`config.mk`:
```
export PLATFORM = sky130hd
export DESIGN_NAME = rx_len_limiter
export DESIGN_NICKNAME = d
export VERILOG_FILES = /design/src/rtl/rxl_pkg.sv /design/src/rtl/rxl_len_reg.sv /design/src/rtl/rxl_status_reg.sv /design/src/rtl/rx_len_limiter.sv
export SDC_FILE = /design/constraint.sdc
export NUM_CORES = 1
export LEC_CHECK = 0
export ABC_CLOCK_PERIOD_IN_PS = 3000
export BUFFER_PORTS_ARGS = -buffer_cell sky130_fd_sc_hd__buf_2
export CAP_MARGIN = 15
export CORE_UTILIZATION = 45
export CTS_CLUSTER_DIAMETER = 60
export DETAILED_ROUTE_END_ITERATION = 8
export PLACE_DENSITY = 0.68
export SLEW_MARGIN = 20
export SYNTH_ARGS = -nofsm -noshare
export SYNTH_HDL_FRONTEND = slang
export SYNTH_SLANG_ARGS = --single-unit
```
`constraint.sdc`:
```
create_clock -name clk -period 3 [get_ports clk]
set_clock_uncertainty 0.1 [all_clocks]
set_input_delay 0.6 -clock clk [delete_from_list [all_inputs] [get_ports clk]]
set_output_delay 0.6 -clock clk [all_outputs]
set_load 0.05 [all_outputs]
```
`src/rtl/rxl_pkg.sv`:
```
package rxl_pkg;
    typedef enum logic {
        RXL_FWD   = 1'b0,
        RXL_DRAIN = 1'b1
    } rxl_state_e;
endpackage

```
`src/rtl/rxl_len_reg.sv`:
```
module rxl_len_reg #(
    parameter int LEN_W = 25
) (
    input  logic             clk,
    input  logic             rst_n,
    input  logic             wr_en,
    input  logic [LEN_W-1:0] wr_len,
    output logic [LEN_W-1:0] lim
);
    always_ff @(posedge clk or negedge rst_n) begin
        if (!rst_n) begin
            lim <= '0;
        end else if (wr_en) begin
            lim <= {wr_len[LEN_W-1:2], 2'b00};
        end
    end


    lim_hold_chk: assert property (@(posedge clk) disable iff (!rst_n)
        !wr_en |=> $stable(lim));
endmodule

```
`src/rtl/rxl_status_reg.sv`:
```
module rxl_status_reg #(
    parameter int LEN_W = 25
) (
    input  logic             clk,
    input  logic             rst_n,
    input  logic             done,
    input  logic [LEN_W-1:0] done_cnt,
    input  logic             done_trunc,
    output logic             st_valid,
    output logic [LEN_W-1:0] st_count,
    output logic             st_trunc
);
    always_ff @(posedge clk or negedge rst_n) begin
        if (!rst_n) begin
            st_valid <= 1'b0;
            st_count <= '0;
            st_trunc <= 1'b0;
        end else begin
            st_valid <= done;
            if (done) begin
                st_count <= done_cnt;
                st_trunc <= done_trunc;
            end
        end
    end
endmodule

```
`src/rtl/rx_len_limiter.sv`:
```
module rx_len_limiter
    import rxl_pkg::*;
#(
    parameter int LEN_W  = 25,
    parameter int DATA_W = 8
) (
    input  logic              clk,
    input  logic              rst_n,
    input  logic              cfg_we,
    input  logic [LEN_W-1:0]  cfg_len,
    input  logic              s_valid,
    output logic              s_ready,
    input  logic [DATA_W-1:0] s_data,
    input  logic              s_eop,
    output logic              m_valid,
    input  logic              m_ready,
    output logic [DATA_W-1:0] m_data,
    output logic              m_eop,
    output logic              st_valid,
    output logic [LEN_W-1:0]  st_count,
    output logic              st_trunc
);
    localparam logic [LEN_W-1:0] CNT_ONE = LEN_W'(1);

    rxl_state_e       state_q, state_d;
    logic [LEN_W-1:0] cnt_q, cnt_d;
    logic [LEN_W-1:0] lim;
    logic             below_lim;
    logic             fire;
    logic             done;
    logic [LEN_W-1:0] done_cnt;
    logic             done_trunc;

    rxl_len_reg #(.LEN_W(LEN_W)) u_len (
        .clk    (clk),
        .rst_n  (rst_n),
        .wr_en  (cfg_we),
        .wr_len (cfg_len),
        .lim    (lim)
    );

    assign below_lim = (cnt_q < lim);
    assign fire      = s_valid && s_ready;
    assign m_data    = s_data;

    // Output decode
    always_comb begin
        m_valid = 1'b0;
        s_ready = 1'b1;
        unique case (state_q)
            RXL_FWD: begin
                if (below_lim) begin
                    m_valid = s_valid;
                    s_ready = m_ready;
                end
            end
            RXL_DRAIN: begin
                m_valid = 1'b0;
                s_ready = 1'b1;
            end
        endcase
        m_eop = s_eop && m_valid;
    end

    // Next state, count and packet end
    always_comb begin
        state_d    = state_q;
        cnt_d      = cnt_q;
        done       = 1'b0;
        done_cnt   = cnt_q;
        done_trunc = 1'b0;
        unique case (state_q)
            RXL_FWD: begin
                if (fire) begin
                    if (below_lim) begin
                        if (s_eop) begin
                            done     = 1'b1;
                            done_cnt = cnt_q + CNT_ONE;
                            cnt_d    = '0;
                        end else begin
                            cnt_d = cnt_q + CNT_ONE;
                        end
                    end else if (s_eop) begin
                        done       = 1'b1;
                        done_trunc = 1'b1;
                        cnt_d      = '0;
                    end else begin
                        state_d = RXL_DRAIN;
                    end
                end
            end
            RXL_DRAIN: begin
                if (fire && s_eop) begin
                    done       = 1'b1;
                    done_trunc = 1'b1;
                    cnt_d      = '0;
                    state_d    = RXL_FWD;
                end
            end
        endcase
    end

    // State register
    always_ff @(posedge clk or negedge rst_n) begin
        if (!rst_n) begin
            state_q <= RXL_FWD;
            cnt_q   <= '0;
        end else begin
            state_q <= state_d;
            cnt_q   <= cnt_d;
        end
    end

    rxl_status_reg #(.LEN_W(LEN_W)) u_stat (
        .clk        (clk),
        .rst_n      (rst_n),
        .done       (done),
        .done_cnt   (done_cnt),
        .done_trunc (done_trunc),
        .st_valid   (st_valid),
        .st_count   (st_count),
        .st_trunc   (st_trunc)
    );


    st_after_eop_chk: assert property (@(posedge clk) disable iff (!rst_n)
        st_valid |-> $past(s_valid && s_ready && s_eop));


    trunc_full_chk: assert property (@(posedge clk) disable iff (!rst_n)
        (st_valid && st_trunc) |-> (st_count == lim));


    clean_bound_chk: assert property (@(posedge clk) disable iff (!rst_n)
        (st_valid && !st_trunc) |-> (st_count <= lim && st_count != '0));


    spill_ready_chk: assert property (@(posedge clk) disable iff (!rst_n)
        (s_valid && s_ready && !s_eop && !m_valid) |=> s_ready);


    fwd_ready_chk: assert property (@(posedge clk) disable iff (!rst_n)
        m_valid |-> (s_ready == m_ready));
endmodule

```
**Word-level counts from Yosys, hierarchy flattened**

Cells that the tools add are included.

- Register bits after elaboration: 76
- Latch bits: 0
- Memory bits (writable): 0
- ROM bits: 0
- Input bits: 39
- Output and inout port bits: 38
- Logic and storage cells: 42
- Memories kept: 0

- Add/sub/neg operators: 1
- Multiply operators: 0
- Divide/modulo/power cells: 0
- Magnitude comparators: 1
- Equality and inequality tests: 3
- Shift operators: 0
- Mux-type cells: 26
- Bitwise gates (word level): 1
- Reduce and logical (&&, ||, !) cells: 4

Operators by type and width:

| operator | count |
|---|---|
| $mux 25 | 9 |
| $pmux 25 s2 | 1 |
| $add 25x1->25 const B | 1 |
| $lt 25x25->1 | 1 |
| $mux 1 | 11 |
| $pmux 1 s2 | 5 |
| $logic_and 1x1->1 | 3 |
| $ne 3x3->1 const B | 1 |
| $reduce_and 3->1 | 1 |
| $ne 2x1->1 const B | 1 |
| $ne 2x2->1 const B | 1 |
| $not 1->1 | 1 |

**Longest topological paths before layout**

Gate-level depths: netlist of run 1.

- Depth after elaboration: 7
- Mapped depth: 11
- Gate-level depth less buffers: 9

**By module**

A second synthesis of run 1 with hierarchy kept.

- Cell total of the unflattened synthesis: 503
- Area total of the unflattened synthesis: 5037.3 um2

Modules (own cells, without submodules):

| module | instances | cells an instance | area an instance (um2) | seq. area each (um2) |
|---|---|---|---|---|
| rx_len_limiter | 1 | 396 | 3066.7 | 650.6 |
| rxl_status_reg | 1 | 56 | 1094.8 | 675.6 |
| rxl_len_reg | 1 | 51 | 875.8 | 575.6 |

**Worst setup path before layout of run 1**

Ideal clock, no wire load.

- Path type: register -> output
- Start: register cnt_q[7]
- End: output m_eop
- Arrival: 2.589 ns
- Data required time: 2.300 ns
- Path slack: -0.289 ns
- Stages on the path, launching flop included: 8
- Path buffers: 0
- Cells stage by stage: dfrtp_1 ha_1 a21o_1 a221o_1 a31o_1 a31oi_4 nand2_2 nor2_1

- Longest elaborated chain between the ends: 4

RTL lines:

| element | RTL line | RTL |
|---|---|---|
| from (decl) | rx_len_limiter.sv:26 | `logic [LEN_W-1:0] cnt_q, cnt_d;` |
| from (signal assigned) | rx_len_limiter.sv:110 | `cnt_q <= cnt_d;` |
| $lt 25x25->1 | rx_len_limiter.sv:42 | `assign below_lim = (cnt_q < lim);` |
| $mux 1 | rx_len_limiter.sv:52 | `if (below_lim) begin` |
| $pmux 1 s2 | rx_len_limiter.sv:50 | `unique case (state_q)` |
| $logic_and 1x1->1 | rx_len_limiter.sv:62 | `m_eop = s_eop && m_valid;` |
| to (decl) | rx_len_limiter.sv:18 | `output logic m_eop,` |

Every way passes these cells.

**Worst setup path after layout of run 1**

- Start: register u_len.lim[7]
- End: output m_valid

- Longest elaborated chain between the ends: 3

RTL lines:

| element | RTL line | RTL |
|---|---|---|
| from (decl) | rxl_len_reg.sv:8 | `output logic [LEN_W-1:0] lim` |
| from (signal assigned) | rxl_len_reg.sv:14 | `lim <= {wr_len[LEN_W-1:2], 2'b00};` |
| $lt 25x25->1 | rx_len_limiter.sv:42 |  |
| $mux 1 | rx_len_limiter.sv:52 |  |
| $pmux 1 s2 | rx_len_limiter.sv:50 |  |
| to (decl) | rx_len_limiter.sv:15 | `output logic m_valid,` |

Every way passes these cells.

==> results.md, run 1 <==
* Status: finished, violations left
* Failing checks: setup timing
* DP Cell Count at 721
* Wirelength, routed at 12.2 mm
* GRT Total Usage at 23.4%
* Core Rows at 36
* TritonCTS clock tree: yes
* Setup crit end kind: output port
* Fin nets at approximately 670
* Largest net degree at the start of global routing at 77
* Commonest non-fill, non-tap cells in the layout: 76 x dfrtp_1, 54 x buf_2, 53 x nor2_1
* Overall Power at roughly 2.8 mW
* Leakage at approximately 2.8 nW
* Routed Antenna Nets at 0
* Worst EP required at approximately 2.3 ns
* DR WL met3 at around 680 um
* P per Cell Area at 490 nW/um^2
* WL met2 at around 5.5 mm
* IO Pins at 77
* DR WL/cell at around 16 um
* Die Height at about 100 um
* Ant diodes at 0
* Clock root buffer: clkbuf_8
* Final setup vio count at 3
* Slew @ Worst Pin at about 0.98 ns
* DIE WIDTH at about 100 um
* Peak supply drop at between 0.2 and 0.3 mV
* Syn-to-layout area delta at 20.6%
* Synth warn at 0
* Syn Area/Cell at 8.81 um^2
* Number of synthesized register bits at 76
* Max-slew violation count at 0
* Final worst setup slack at -0.128 ns
* Unrepaired setup endpoints after global routing: yes
* GRT overflow at 0
* Clock sinks at 76
* Cells after Synth at approximately 530
* Place WS at 0.00804 ns
* First-pass GRT wire length at just over 20 mm
* CP startpoint kind: flop
* HPWL Detailed at between 8 and 9 mm
* Total CTS buffers at 9
* Min Tclk post-route at between 3 and 4 ns
* Remaining DRCs at 0
* Arr. time, crit path at between 2 and 2.5 ns
* Initial DRC count at between 200 and 300
* Synth area leader: dfrtp_1
* Vias in the first global route at between 4000 and 5000
* DRT Pass-1 Iters at 5
* Vias per Instance at ~5.8
* Max Cap Viol at 0
* Antenna violations before repair at 0
* Seq/Total Area, Yosys at 40.4%
* Net Count, Synth at approximately 600
* Clk pin slew, worst setup/hold paths at ~0.080 ns
* Non-filler cells, final at 741
* Initial core utilization at 47.3%
* Synth cell types at 59
* Highest Signal Layer: met4
* Worst-Skew Late Latency at 0.36 ns
* Layout filler cell count at 917
* Fin Setup TNS at -0.336 ns
* CTS Hold Bufs at 0
* Worst-path fanout max at 3
* Relative slew slack at about a third
* Core Region at around 10000 um^2
* Port Buffers at a little under 60
* DRT met1 WL at 5.85 mm
* Tcrit/Tclk final at 104%
* Post-synth EDFFs at 0
* Most common cell after layout, fill and taps aside: dfrtp_1
* Worst hold path type: in2async
* Top cells by area, synth: dfrtp_1 40%, ha_1 6.4%, nor2_1 4.4%
* Die area at around 11000 um^2
* Layout cells sized above 1 at approximately a quarter
* GP Congestion at ~0.9
* Main synth FF type: dfrtp_1
* Final hold viol count at 0
* Synth top area share at around two fifths
* Ys async rst share at 100%
* Fmax at 320 MHz
* H-tree Lvls at 3
* DR vias at 4275
* Max clock buf depth at 2
* Crit Path Class: reg2out
* Syn Std Cell Area at ~4700 um^2
critical path: stages (launching register included):
cell and delay, ns:
dfrtp_1 0.38, inv_2 0.08, ha_4 0.21, a21o_1 0.16, a221o_1 0.32, a31o_1 0.23, buf_6 0.13, a31oi_4 0.18
nand2_4 0.10, nor2_4 0.13, buf_8 0.15
layer usage:
layer,vias to the layer above,global-route usage [%]
met5,-,0
met4,0,10.2
met3,23,2.76
met2,154,34.3
met1,2024,34.4
li1,2074,-
flip-flops by register name, indices dropped and copies added, names as in the netlist:
register         count
u_len.lim           23
u_stat.st_valid      1
state_q              1
u_stat.st_count     25
u_stat.st_trunc      1
cnt_q               25
metrics by stage:
stage	hold slack (ns)	util, %	area, um^2
finish	0.299	57.0	5680
global route	0.358	57.0	5680
CTS	0.329	56.4	5620
detailed placement	0.375	53.0	5280
global placement	0.370	53.0	5270
floorplan	0.204	-	4730
logic make-up (layout without fill, tap and decap cells):
| group | count (synthesis) | count (layout) | share of synthesized area, % |
|---|---|---|---|
| compound gates | 156 | 156 | 23.0 |
| xor+xnor | 2 | 2 | 0.372 |
| fa+ha+maj | 24 | 24 | 6.38 |
| buf+inv | 80 | 153 | 7.81 |
| flops | 76 | 76 | 40.4 |
| mux | 4 | 4 | 0.957 |
| simple gates | 192 | 193 | 21.1 |
final cells by class:
type                       count  area [um^2]  area share (%)
multi-input combinational    379         2570            45.2
sequential                    76         1900            33.5
timing repair buffer         103          677            11.9
clock buffer                  13          169            2.97
tap                          133          166            2.93
inverter                      34          128            2.25
clock inverter                 3         67.6            1.19
power breakdown:
part / switching, mW / total, mW / internal [mW]
Combinational: 0.470 / 0.675 / 0.204
Clock: 0.387 / 0.925 / 0.538
Sequential: 0.0606 / 1.18 / 1.12
Total: 0.919 / 2.78 / 1.87
final timing paths:
| check | start | end | slack [ns] | depth (start not counted) |
|---|---|---|---|---|
| worst max-delay path | u_len.lim[7] | m_valid | -0.13 | 10 |
| worst min-delay path | rst_n | u_stat.st_count[22] | 0.30 | 1 |
| worst max register to register | u_len.lim[7] | cnt_q[14] | 0.10 | 8 |
| worst min register to register | u_stat.st_count[4] | u_stat.st_count[4] | 0.39 | 1 |
| max in group asynchronous | rst_n | cnt_q[7] | 1.88 | 1 |
| min in group clk | cfg_len[20] | u_len.lim[20] | 0.35 | 3 |
synthesized netlist by cell type, types with 4 or more instances:
library cell and count:
dfrtp_1 76, nor2_1 55, nand2_1 42, inv_1 33
a21oi_1 31, o21ai_0 31, and3_1 27, ha_1 24
clkbuf_1 20, nand3_1 20, o22ai_1 19, a31oi_1 15
a221o_1 14, buf_2 12, nor3_1 12, buf_4 10
o21ai_1 7, a41oi_1 6, a211o_1 5, nand4_1 5
and2_1 4, and4_1 4, nor2b_1 4
what timing repair did:
action,CTS,global route
resized for setup,18,6
setup buffers,3,1
pin swaps,12,2
gates cloned,0,1
endpoints found under the setup margin,3,20
Power figures use the tool's default switching activity.
==> run 2, diff against run 1 <==
BUFFER_PORTS_ARGS = -buffer_cell sky130_fd_sc_hd__buf_4   (was -buffer_cell sky130_fd_sc_hd__buf_2)
==> results.md, run 2 (synthesis gave the netlist of run 1 again) <==
* Status: finished, violations left
* Failing checks: setup timing
* H-tree Lvls at 3 (unchanged)
* Switching Fraction at 34.1% (+1.1 points)
* GRT Total Usage at 23.2% (-0.16 points)
* WP buf/inv at 2 (-1)
* Post-place instance area at 5380 um^2 (+2.0%)
* Most common cell after layout, fill and taps aside: buf_4
* Final Cell Area at 5720 um^2 (+0.73%)
* Remaining DRCs at 0 (unchanged)
* Clk pin slew, worst setup/hold paths at 0.08 ns (about the same)
* Clock root buffer: clkbuf_8
* GRT Max-Usage Layer: met1
* R2r setup slk at 0.17 ns (+0.07 ns)
* Top cell family by delay on the critical path: compound AO/OA/AOI/OAI gates
* Slowest CP cell: dfrtp_1
* TritonCTS clock tree: yes
* Beginning of the critical path: u_len.lim[8]
* Worst-path fanout max at 3 (unchanged)
* Arr. time, crit path at 2.33 ns (-0.10 ns)
* DRT Pass-1 Iters at 6 (+1)
* Vias in the first global route at 3958 (-2.9%)
* Routed Antenna Nets at 0 (unchanged)
* Relative slew slack at 35.3% (+0.34 points)
* HPWL Detailed at 8.39 mm (-0.71%)
* Clock share of power at 29.2% (-4.0 points)
* Largest net degree at the start of global routing at 77 (unchanged)
* Syn-to-layout area delta at 21.5%
* Max-slew violation count at 0 (unchanged)
* Total CTS buffers at 9 (unchanged)
* Core Rows at 36 (unchanged)
* Initial DRC count at 312 (+22%)
* Worst-Skew Late Latency at 0.35 ns (about the same)
* GRT met2 Usage at 33.3% (-1.1 points)
* GRT met1 Usage at 35.1% (+0.68 points)
* Fin nets at 663 (-0.45%)
* Comb power frac at 26.6% (+2.4 points)
* Most frequent CP cell: a31o_4
* Vias per Instance at 5.77 (about the same)
* NetSw at 915 uW (-0.41%)
* Clock sinks at 76 (unchanged)
* Max Cap Viol at 0 (unchanged)
* Die area at 10900 um^2 (unchanged)
* Fmax at 330 MHz (+3.2%)
* Unrepaired setup endpoints after global routing: yes
* DIE WIDTH at 104 um (unchanged)
* Antenna violations before repair at 0 (unchanged)
* Tcrit/Tclk final at 101% (-3.2 points)
* Final setup vio count at 1 (-2)
* GP Congestion at 0.925 (+3.1%)
* Layout cells sized above 1 at 24.2% (-0.66 points)
* Die Height at 104 um (unchanged)
* Setup crit end kind: output port
* Final hold viol count at 0 (unchanged)
* Ant diodes at 0 (unchanged)
* IO Pins at 77 (unchanged)
* Peak supply drop at 0.335 mV (+16%)
* DR vias at 4254 (-0.49%)
* Commonest non-fill, non-tap cells in the layout: 96 x buf_4, 76 x dfrtp_1, 53 x nor2_1
* P per Cell Area at 469 nW/um^2 (-4.3%)
* Overall Power at 2.68 mW (-3.6%)
* P_int at 1.77 mW (-5.2%)
* Port Buffers at 58 (unchanged)
* Slew @ Worst Pin at 0.971 ns (-0.00510 ns)
* CP startpoint kind: flop
* FF-to-FF path depth at 11 (+3)
* Final worst setup slack at -0.0314 ns (+0.0965 ns)
* Regs by FF count: cnt_q x25, u_stat.st_count x25, u_len.lim x23
* CP Cell Sequence: inv_2, ha_4, and3_4, a221o_1, a31o_4, a31o_4, nor2_4, nand2_2, buf_8
* First-pass GRT wire length at 20.4 mm (-0.54%)
* Max clock buf depth at 2 (unchanged)
* Core Region at 9950 um^2 (unchanged)
* GRT overflow at 0 (unchanged)
* Reg2Reg Capture Point: cnt_q[17]
* Sequential Power Share at 44.2% (+1.6 points)
* Worst hold path type: in2async
* Leakage at 2.77 nW (+0.57%)
* Wirelength, routed at 12.1 mm (-1.1%)
* DR WL/cell at 16.4 um (-0.56%)
* Worst path max stage delay at 0.38 ns (about the same)
* Worst EP required at 2.30 ns (about the same)
* Origin of the critical flop-to-flop path: u_len.lim[8]
* Initial core utilization at 47.3% (unchanged)
* Met3 GRT Util at 4.82% (+2.1 points)
* Min Tclk post-route at 3.03 ns (-0.0965 ns)
* Crit Path Class: reg2out
==> run 2: cell types whose count changed in the layout (fill, tap and decap cells not counted), sizes merged <==
cell / change
buf: -2
clkbuf: -3
bufinv: -1
clkinv: +3
nor3: -1
==> run 2: per-layer routing <==
layer  routed length [um]  up-vias
met5                    0        -
met1                 5950     2030
met3                  656       22
met2                 5250      140
li1                     -     2062
met4                  226        0
==> run 2: area by class of cell <==
class | count | area (um^2)
clock buffer | 10 | 138
clock inverter | 5 | 52.6
fill | 902 | 4240
inverter | 34 | 128
multi-input combinational | 378 | 2530
sequential | 76 | 1900
tap | 133 | 166
timing repair buffer | 101 | 806
==> run 2: worst max path at each step <==
stage	endpoint	slack [ns]	cells after the start
after floorplan	m_eop	0.04	7
after global placement	cnt_q[18]	0.12	9
after detailed placement	cnt_q[18]	0.1	9
after CTS	s_ready	-0.06	9
after global routing	s_ready	-0.12	9
final	s_ready	-0.03	9
==> run 2: power by group through the flow <==
stage | Clock [mW] | Combinational [mW] | Sequential, mW
after floorplan | 0 | 0.280 | 1.40
after global placement | 0 | 0.676 | 1.20
after detailed placement | 0 | 0.692 | 1.20
after CTS | 0.800 | 0.713 | 1.19
after global routing | 0.851 | 0.773 | 1.20
final | 0.782 | 0.714 | 1.19
==> run 2: worst register-to-register path: cells and delay by family, from the launching register on <==
kind	cells	cell delay, ns
AOI/OAI and AO/OA	4	0.87
adders and majority gates	1	0.20
buffers and inverters	3	0.64
DFF	1	0.38
and+or+nand+nor	3	0.58
==> run 2: metrics by stage <==
step,TNS [ns],std cells,hold slack (ns),setup slack (ns),util [%]
after floorplan,0,534,0.204,0.0363,-
after CTS,-0.150,735,0.338,-0.0576,57.0
after global routing,-0.293,737,0.338,-0.120,57.5
final,-0.0314,737,0.293,-0.0314,57.5
after detailed placement,0,715,0.379,0.0963,54.1
after global placement,0,715,0.376,0.116,54.1
==> run 2: timing repair <==
item / in CTS / in global routing
pin swaps: 10 / 7
hold buffers: 0 / 0
setup buffers: 5 / 2
resized for setup: 13 / 5
endpoints found under the setup margin: 3 / 4
==> run 3, diff against run 2 <==
CORE_ASPECT_RATIO = 2   (was unset)
CTS_BUF_LIST = sky130_fd_sc_hd__clkbuf_2   (was unset)
SLEW_MARGIN = unset   (was 20)
==> results.md, run 3 (synthesis gave the netlist of run 1 again) <==
* Commonest non-fill, non-tap cells in the layout: 105 x buf_4, 76 x dfrtp_1, 53 x nor2_1
* GRT overflow at 0 (unchanged)
* Setup crit end kind: output port
* Core Region at 10100 um^2 (+2.0%)
* DR WL/cell at 16.3 um (-0.81%)
* Initial core utilization at 46.4% (-0.91 points)
* Sequential Power Share at 47.4% (+3.2 points)
* Failing checks: setup timing
* Remaining DRCs at 0 (unchanged)
* Final hold viol count at 0 (unchanged)
* Crit Path Class: reg2out
* Wirelength, routed at 12.3 mm (+1.3%)
* Slew @ Worst Pin at 0.955 ns (-0.0150 ns)
* Status: finished, violations left
* Clock sinks at 76 (unchanged)
* DIE WIDTH at 74.3 um (-29%)
* Origin of the critical flop-to-flop path: u_len.lim[7]
* Comb power frac at 29.0% (+2.4 points)
* Regs by FF count: cnt_q x25, u_stat.st_count x25, u_len.lim x23
* Syn-to-layout area delta at 23.3%
* Post-place instance area at 5460 um^2 (+1.5%)
* Final setup vio count at 3 (+2)
* H-tree Lvls at 3 (unchanged)
* IO Pins at 77 (unchanged)
* Clk pin slew, worst setup/hold paths at 0.25 ns (+0.17 ns)
* Worst-path fanout max at 3 (unchanged)
* Unrepaired setup endpoints after global routing: yes
* P per Cell Area at 432 nW/um^2 (-7.9%)
* Vias per Instance at 5.65 (-2.2%)
* Fin nets at 675 (+1.8%)
* GP Congestion at 0.926 (about the same)
* Reg2Reg Capture Point: u_stat.st_count[9]
* Vias in the first global route at 4027 (+1.7%)
* Routed Antenna Nets at 0 (unchanged)
* Layout filler cell count at 969 (+7.4%)
* First-pass GRT wire length at 19.7 mm (-3.5%)
* Worst EP required at 2.30 ns (about the same)
* Die Height at 147 um (+41%)
* TritonCTS clock tree: yes
* Largest net degree at the start of global routing at 77 (unchanged)
* Max Cap Viol at 0 (unchanged)
* Relative slew slack at 36.3% (+1.0 points)
* Final worst setup slack at -0.414 ns (-0.382 ns)
* CP Cell Sequence: inv_2, ha_4, and3_4, a221o_1, a31o_4, buf_12, a31oi_4, nand2_4, nor2_4, buf_8
* Total CTS buffers at 9 (unchanged)
* Layout cells sized above 1 at 26.3% (+2.1 points)
* Die area at 10900 um^2 (+0.23%)
* Min Tclk post-route at 3.41 ns (+0.382 ns)
* Worst path max stage delay at 0.43 ns (+0.05 ns)
* Core Rows at 52 (+44%)
* Clock share of power at 23.6% (-5.6 points)
* Initial DRC count at 199 (-36%)
* Peak supply drop at 0.360 mV (+7.4%)
* DRT Pass-1 Iters at 6 (unchanged)
* Max clock buf depth at 2 (unchanged)
* Max-slew violation count at 0 (unchanged)
* Arr. time, crit path at 2.71 ns (+0.38 ns)
* R2r setup slk at 0.10 ns (-0.07 ns)
* Worst hold path type: in2async
* Tcrit/Tclk final at 114% (+13 points)
* HPWL Detailed at 8.73 mm (+4.1%)
* Most common cell after layout, fill and taps aside: buf_4
* Fmax at 293 MHz (-11%)
* Fin Setup TNS at -1.17 ns (-1.14 ns)
* Leakage at 2.81 nW (+1.4%)
* GRT Total Usage at 23.6% (+0.35 points)
* CP startpoint kind: flop
* Port Buffers at 58 (unchanged)
* Final hold slack at 0.0229 ns (-0.270 ns)
* NetSw at 930 uW (+1.6%)
* Switching Fraction at 37.1% (+3.0 points)
* FF-to-FF path depth at 12 (+1)
* Final Cell Area at 5800 um^2 (+1.5%)
* Slowest CP cell: dfrtp_1
* Clock root buffer: clkbuf_2
* Antenna violations before repair at 1 (+1)
* P_int at 1.58 mW (-11%)
* DR vias at 4252 (-0.047%)
* Worst-Skew Late Latency at 0.60 ns (+0.25 ns)
[run 3: cell count changes in the layout (fill, tap and decap cells not counted), sizes merged]
| cell | change |
|---|---|
| buf | +12 |
| clkinv | -1 |
| clkinvlp | +1 |
| diode | +1 |
| inv | +1 |
[run 3: layout make-up]
class / instances / area [um^2] / share of cell area [%]
Clock buffer: 10 / 50.0 / 0.862
Clock inverter: 6 / 63.8 / 1.10
Antenna cell: 1 / 2.50 / 0.0431
Inverter: 34 / 128 / 2.20
Sequential cell: 76 / 1900 / 32.8
Tap cell: 135 / 169 / 2.91
Multi-Input combinational cell: 378 / 2570 / 44.3
Timing Repair Buffer: 113 / 916 / 15.8
[run 3: metrics by stage]
step	utilization, %	cells	worst slack (ns)	total power, mW
final	57.2	753	-0.414	2.51
after global routing	57.2	753	-0.516	2.63
after CTS	56.2	751	-0.510	2.51
after detailed placement	53.8	727	-0.0961	1.90
after global placement	53.7	726	-0.230	1.88
after floorplan	-	534	0.0363	1.68
[run 3: power groups by stage]
stage / Combinational, mW / Sequential [mW] / Clock [mW]
finish: 0.728 / 1.19 / 0.592
CTS: 0.720 / 1.19 / 0.607
floorplan: 0.280 / 1.40 / 0
detailed placement: 0.693 / 1.20 / 0
global route: 0.783 / 1.20 / 0.647
global placement: 0.679 / 1.20 / 0
[run 3: critical path: cells and delay by family, from the launching register on]
kind	cells	cell delay, ns
buf+inv	3	0.35
simple gates	3	0.41
flops	1	0.43
fa+ha+maj	1	0.20
compound gates	3	0.75
[run 3: timing repair]
action | 4_1_cts | 5_1_grt
hold buffers | 0 | 0
endpoints found under the setup margin | 12 | 33
gates resized for setup | 11 | 14
setup buffers | 8 | 2
pin swaps | 12 | 7
[run 3: layer usage]
metal / track usage [%] / up-vias / share of wire (%)
met5: 0 / - / 0
met4: 11.4 / 0 / 3.8
met3: 3.66 / 36 / 3.6
met2: 39.1 / 114 / 51
met1: 29.0 / 2005 / 41
li1: - / 2097 / -
[run 3: how the worst max path moves through the flow]
| stage | startpoint | endpoint | slack, ns |
|---|---|---|---|
| floorplan | cnt_q[7] | m_eop | 0.04 |
| global placement | cnt_q[7] | cnt_q[22] | -0.23 |
| detailed placement | cnt_q[7] | s_ready | -0.1 |
| CTS | u_len.lim[7] | s_ready | -0.51 |
| global route | cnt_q[6] | m_valid | -0.52 |
| finish | u_len.lim[7] | m_valid | -0.41 |
